File: config.mk
export PLATFORM = sky130hd
export DESIGN_NAME = bus_cycle_seq
export DESIGN_NICKNAME = d
export VERILOG_FILES = /design/src/rtl/bus_seq_pkg.sv /design/src/rtl/bus_seq_fsm.sv /design/src/rtl/bus_seq_datapath.sv /design/src/rtl/bus_seq_decode.sv /design/src/rtl/bus_cycle_seq.sv
export SDC_FILE = /design/constraint.sdc
export NUM_CORES = 1
export LEC_CHECK = 0
export BUFFER_PORTS_ARGS = -buffer_cell sky130_fd_sc_hd__buf_4
export CAP_MARGIN = 20
export CORE_AREA = 2 2 72 88
export CTS_CLUSTER_DIAMETER = 50
export DETAILED_ROUTE_END_ITERATION = 10
export DIE_AREA = 0 0 74 90
export GPL_TIMING_DRIVEN = 1
export PLACE_DENSITY_LB_ADDON = 0.05
export SYNTH_ARGS = -nofsm -noshare
export SYNTH_HDL_FRONTEND = slang
export SYNTH_SLANG_ARGS = --single-unit
File: constraint.sdc
create_clock -name clk -period 2.7 [get_ports clk]
set_input_delay 0.27 -clock clk [delete_from_list [all_inputs] [get_ports clk]]
set_output_delay 0.27 -clock clk [all_outputs]
set_load 0.02 [all_outputs]
File: src/rtl/bus_seq_pkg.sv
package bus_seq_pkg;
  typedef enum logic [2:0] {
    ST_IDLE = 3'd0,
    ST_T1   = 3'd1,
    ST_T2   = 3'd2,
    ST_TW   = 3'd3,
    ST_T3   = 3'd4
  } cyc_state_t;

  // strobe phases: T2, wait clocks and T3
  function automatic logic in_xfer(input cyc_state_t s);
    return (s == ST_T2) || (s == ST_TW) || (s == ST_T3);
  endfunction
endpackage

File: src/rtl/bus_seq_fsm.sv
module bus_seq_fsm
  import bus_seq_pkg::*;
(
  input  logic       clk,
  input  logic       rst,
  input  logic       req,
  input  logic       ready,
  output logic       accept,
  output cyc_state_t st
);
  cyc_state_t st_nxt;
  logic       rdy_q;

  assign accept = req && (st == ST_IDLE);

  // READY is caught mid-phase, on the falling edge
  always_ff @(negedge clk) begin
    if (rst)
      rdy_q <= 1'b0;
    else if ((st == ST_T2) || (st == ST_TW))
      rdy_q <= ready;
  end

  always_comb begin
    st_nxt = st;
    unique case (st)
      ST_IDLE: if (accept) st_nxt = ST_T1;
      ST_T1:   st_nxt = ST_T2;
      ST_T2,
      ST_TW:   st_nxt = rdy_q ? ST_T3 : ST_TW;
      ST_T3:   st_nxt = ST_IDLE;
      default: st_nxt = ST_IDLE;
    endcase
  end

  always_ff @(posedge clk) begin
    if (rst) st <= ST_IDLE;
    else     st <= st_nxt;
  end

  AST_T1_SINGLE: assert property (@(posedge clk) disable iff (rst)
    (st == ST_T1) |=> (st == ST_T2));
  AST_T3_ENDS: assert property (@(posedge clk) disable iff (rst)
    (st == ST_T3) |=> (st == ST_IDLE));
endmodule

File: src/rtl/bus_seq_datapath.sv
module bus_seq_datapath
  import bus_seq_pkg::*;
#(
  parameter int AW = 16,
  parameter int DW = 8,
  localparam int HW = AW - DW
) (
  input  logic          clk,
  input  logic          rst,
  input  logic          accept,
  input  cyc_state_t    st,
  input  logic [AW-1:0] req_addr,
  input  logic [DW-1:0] req_wdata,
  input  logic          req_write,
  input  logic          req_io,
  input  logic [DW-1:0] ad_in,
  output logic          write_q,
  output logic          io_q,
  output logic [DW-1:0] ad_out,
  output logic          ad_oe,
  output logic [HW-1:0] addr_hi,
  output logic [DW-1:0] rdata,
  output logic          done
);
  logic [AW-1:0] addr_q;
  logic [DW-1:0] wdata_q;

  always_ff @(posedge clk) begin
    if (rst) begin
      addr_q  <= '0;
      wdata_q <= '0;
      write_q <= 1'b0;
      io_q    <= 1'b0;
    end else if (accept) begin
      addr_q  <= req_addr;
      wdata_q <= req_wdata;
      write_q <= req_write;
      io_q    <= req_io;
    end
  end

  // read data taken on the edge that closes T3
  always_ff @(posedge clk) begin
    if (rst) begin
      rdata <= '0;
      done  <= 1'b0;
    end else begin
      done <= (st == ST_T3);
      if ((st == ST_T3) && !write_q) rdata <= ad_in;
    end
  end

  assign ad_out  = (st == ST_T1) ? addr_q[DW-1:0] : wdata_q;
  assign ad_oe   = (st == ST_T1) || (write_q && in_xfer(st));
  assign addr_hi = addr_q[AW-1:DW];

  AST_DONE_PULSE: assert property (@(posedge clk) disable iff (rst)
    done |=> !done);
  AST_ADDR_HELD: assert property (@(posedge clk) disable iff (rst)
    in_xfer(st) |-> $stable(addr_hi));
endmodule

File: src/rtl/bus_seq_decode.sv
module bus_seq_decode
  import bus_seq_pkg::*;
(
  input  cyc_state_t st,
  input  logic       write_q,
  input  logic       io_q,
  output logic       ale,
  output logic       rd_n,
  output logic       wr_n,
  output logic       io_m,
  output logic       s1,
  output logic       den_n,
  output logic [3:0] strb_n
);
  logic xfer;
  assign xfer  = in_xfer(st);
  assign ale   = (st == ST_T1);
  assign rd_n  = !(xfer && !write_q);
  assign wr_n  = !(xfer && write_q);
  assign io_m  = io_q;
  assign s1    = !write_q;

  // read: strobe gated by ALE low; write: follows ALE
  always_comb begin
    if (st == ST_IDLE)  den_n = 1'b1;
    else if (s1)        den_n = ale ? 1'b1 : rd_n;
    else                den_n = ale;
  end

  // index {io,write}: 0 mem rd, 1 mem wr, 2 io rd, 3 io wr
  for (genvar k = 0; k < 4; k++) begin : g_strb
    localparam int KIO = k / 2;
    localparam int KWR = k % 2;
    assign strb_n[k] = !(xfer && (io_q == KIO[0]) && (write_q == KWR[0]));
  end

  always_comb begin
    AST_ONE_STROBE: assert ($onehot0(~strb_n));
    AST_NO_ALE_WITH_STROBE: assert (!(ale && !(rd_n && wr_n)));
  end
endmodule

File: src/rtl/bus_cycle_seq.sv
module bus_cycle_seq
  import bus_seq_pkg::*;
#(
  parameter int AW = 16,
  parameter int DW = 8,
  localparam int HW = AW - DW
) (
  input  logic          clk,
  input  logic          rst,
  input  logic          req,
  input  logic [AW-1:0] req_addr,
  input  logic [DW-1:0] req_wdata,
  input  logic          req_write,
  input  logic          req_io,
  input  logic          ready,
  input  logic [DW-1:0] ad_in,
  output logic          busy,
  output logic          done,
  output logic [DW-1:0] rdata,
  output logic          ale,
  output logic          io_m,
  output logic          s1,
  output logic          rd_n,
  output logic          wr_n,
  output logic [DW-1:0] ad_out,
  output logic          ad_oe,
  output logic [HW-1:0] addr_hi,
  output logic          den_n,
  output logic          memr_n,
  output logic          memw_n,
  output logic          ior_n,
  output logic          iow_n
);
  cyc_state_t st;
  logic       accept;
  logic       write_q;
  logic       io_q;
  logic [3:0] strb_n;

  bus_seq_fsm u_fsm (
    .clk(clk), .rst(rst), .req(req), .ready(ready),
    .accept(accept), .st(st)
  );

  bus_seq_datapath #(.AW(AW), .DW(DW)) u_dp (
    .clk(clk), .rst(rst), .accept(accept), .st(st),
    .req_addr(req_addr), .req_wdata(req_wdata),
    .req_write(req_write), .req_io(req_io), .ad_in(ad_in),
    .write_q(write_q), .io_q(io_q), .ad_out(ad_out), .ad_oe(ad_oe),
    .addr_hi(addr_hi), .rdata(rdata), .done(done)
  );

  bus_seq_decode u_dec (
    .st(st), .write_q(write_q), .io_q(io_q),
    .ale(ale), .rd_n(rd_n), .wr_n(wr_n), .io_m(io_m), .s1(s1),
    .den_n(den_n), .strb_n(strb_n)
  );

  assign busy   = (st != ST_IDLE);
  assign memr_n = strb_n[0];
  assign memw_n = strb_n[1];
  assign ior_n  = strb_n[2];
  assign iow_n  = strb_n[3];

  AST_WAIT_FROZEN: assert property (@(posedge clk) disable iff (rst)
    (st == ST_TW) |-> $stable({ale, io_m, s1, rd_n, wr_n, ad_out, ad_oe,
                               addr_hi, den_n, strb_n}));
  AST_S1_STEADY: assert property (@(posedge clk) disable iff (rst)
    in_xfer(st) |-> ($stable(s1) && $stable(io_m)));
  AST_IDLE_DEN_OFF: assert property (@(posedge clk) disable iff (rst)
    !busy |-> den_n);
  AST_RESET_QUIET: assert property (@(posedge clk)
    rst |=> (rd_n && wr_n && !ad_oe && !busy));
endmodule

==> run metrics <==
status completed; Routed wire per std cell 11.73 µm; Total GRT Usage 12.23%; hold wc startpoint ad_in[7]; Max IR drop VDD 210.7 µV; die height 90 µm; vias per cell 4.308; # setup viols final 0; Clock Skews 0.05647 ns; Post-route DRC 0; Routed Antenna Nets 0; post-CTS sizing 0; hold_buf cts 0; Post-CTS Setup Repair Bufs 0; Vias 1495; Max-cap violations 0; HP Class in2reg; Clock Sinks 39; GRT Residual Overflow 0; sw frac 27.43%; starting DRC count in detailed routing 44; R2R depth 2; Yosys cell types 26; Clock Tree Buf Depth 2; sum of negative setup slack 0 ns; Clk pwr share 33.2%; overall routed net length 4069 µm; CP startpoint u_fsm.st[0]$_SDFFE_PP0P_; startpoint types flop; PortBufs 74; RSZ-0062 raised after global routing false; Std-Cell Rows 31; antenna violations before repair 0; synthesized netlist cell count 202; vias in the first global route 1320; Post-Syn Area per Cell 8.331 µm²; Die Wd 74 µm; NumNets Final 303; largest fanout on the critical path 9; Psw 0.3882 mW; max-slew violations 0; Worst Path Required 2.43 ns; die area 6660 µm²; non-filler cells, final 347; min cycle time layout 2.288 ns; Post-DP HPWL 2827 µm; first-pass GRT wire length 6258 µm; crit end category primary output; Internal Power 1.027 mW; fraction of layout cells with a size suffix above 1 36.98%; syn nets 240; critical setup path kind reg2out; Final Cycle Share 84.72%; Skew-Pair Late Insertion Delay 0.34 ns; ANT cells 0; TritonCTS Buffers 5; CTS tree built; Clock transition at path regs 0.07 ns; relative slew slack 56.69%; fmax 0.4372 GHz; Area Overhead vs Synth 37.77%; Lkg Pwr 0.9888 nW; Hold Fails Final Rpt 0; WP data arrival 2.02 ns; Slew @ Worst Pin 0.6470 ns; IO Count 75; P per Cell Area 610.4 nW/µm²; Synth warnings 0; Core ar. 5857 µm²; initial core utilization 28.73%; H-tree depth 2; TritonRoute pass-1 iters 4; area post-placement 2216 µm²; Flop pwr share 45.1%; largest net degree at the start of global routing 39; reg2reg start u_fsm.rdy_q$_SDFFE_NP0N_; Placed Instances 340; register area share after synthesis 46.39%; worst hold stages 3; tightest hold margin 0.2306 ns; Pwr Total 1.415 mW; final instance area 2318 µm²; Comb pwr share 21.7%; Seq cells post-synth 39; Syn Std Cell Area 1683 µm²; CTS Root Cell clkbuf_8; gpl congestion 0.6913
-- cell usage after synthesis, drive strengths merged --
library cell	instances	share of area [%]
or2	1	0.37
o21a	1	0.45
nand2b	4	1.5
mux2i	1	0.59
dfxtp	39	46
nor2	4	1.0
nor2b	2	0.74
a21oi	34	10
a211oi	2	0.89
or3	1	0.37
clkbuf	4	0.89
nand2	70	16
mux2	8	5.4
nor4b	2	2.8
o211ai	1	0.45
inv	3	0.67
or4b	2	1.4
nor3b	2	0.89
buf	18	8.3
o21ai	3	1.1
-- cell usage in the layout (no fill, tap or decap), types with 2 or more instances in the layout --
| cell type | synthesis | layout |
|---|---|---|
| a21oi_1 | 34 | 34 |
| nand2b_1 | 4 | 4 |
| nor2_1 | 3 | 3 |
| a211oi_1 | 2 | 2 |
| mux2_2 | 8 | 8 |
| nor4b_4 | 2 | 2 |
| dfxtp_1 | 39 | 39 |
| nor3b_1 | 2 | 2 |
| nor2b_1 | 2 | 2 |
| buf_4 | 10 | 78 |
| clkbuf_8 | 0 | 5 |
| inv_1 | 3 | 3 |
| nand2_1 | 70 | 70 |
-- flip-flops by register name (all words and copies together), names as in the netlist --
register      flops
u_dp.addr_q      16
u_dp.rdata        8
u_dp.wdata_q      8
u_fsm.st          3
u_dp.done         1
u_dp.io_q         1
u_dp.write_q      1
u_fsm.rdy_q       1
-- worst max-delay path: stages (launching register included) --
cell	delay, ns
dfxtp_1	0.54
nand2b_1	0.17
nor2_2	0.46
mux2_2	0.41
buf_4	0.16
-- worst paths after layout --
check | end | slack [ns]
worst max-delay path | ad_out[1] | 0.41
worst min-delay path | u_dp.rdata[7]$_SDFFE_PP0P_ | 0.23
worst max register to register | u_fsm.st[1]$_SDFFE_PP0P_ | 0.53
worst min register to register | u_dp.addr_q[8]$_SDFFE_PP0P_ | 0.45
-- metal layers --
layer,track usage [%],wire length [µm],vias up
met5,0,0,-
met4,4.091,32,0
met3,4.933,324,2
met2,19.42,1974,47
met1,14.77,1737,673
li1,-,-,773
-- power by group through the flow --
| stage | Sequential, mW | Combinational [mW] | Clock [mW] |
|---|---|---|---|
| final | 0.638 | 0.307 | 0.470 |
| after detailed placement | 0.652 | 0.314 | 0.00464 |
| after CTS | 0.639 | 0.315 | 0.494 |
| after floorplan | 0.641 | 0.217 | 0.00464 |
| after global placement | 0.652 | 0.315 | 0.00464 |
| after global routing | 0.643 | 0.336 | 0.518 |
-- stage by stage --
stage               worst slack (ns)  utilization, %
floorplan                     0.2830               -
global placement              0.5150           37.83
detailed placement            0.4960           37.83
CTS                           0.3596           39.59
global route                  0.2883           39.59
finish                        0.4125           39.59
-- kinds of logic after synthesis --
logic type | count (synthesis) | synth area share (%)
and+or+nand+nor | 88 | 24.76
AOI/OAI and AO/OA | 41 | 13.01
DFF | 39 | 46.39
buffers and inverters | 25 | 9.888
muxes | 9 | 5.948
-- final cells by class --
type | count | area [µm²]
tap | 82 | 102.6
clock buffer | 6 | 72.57
clock inverter | 2 | 33.78
timing repair buffer | 78 | 585.6
fill | 649 | 3538
inverter | 2 | 7.507
sequential | 39 | 780.7
multi-input combinational | 138 | 735.7
No activity file was read; power rests on OpenSTA's default activity.
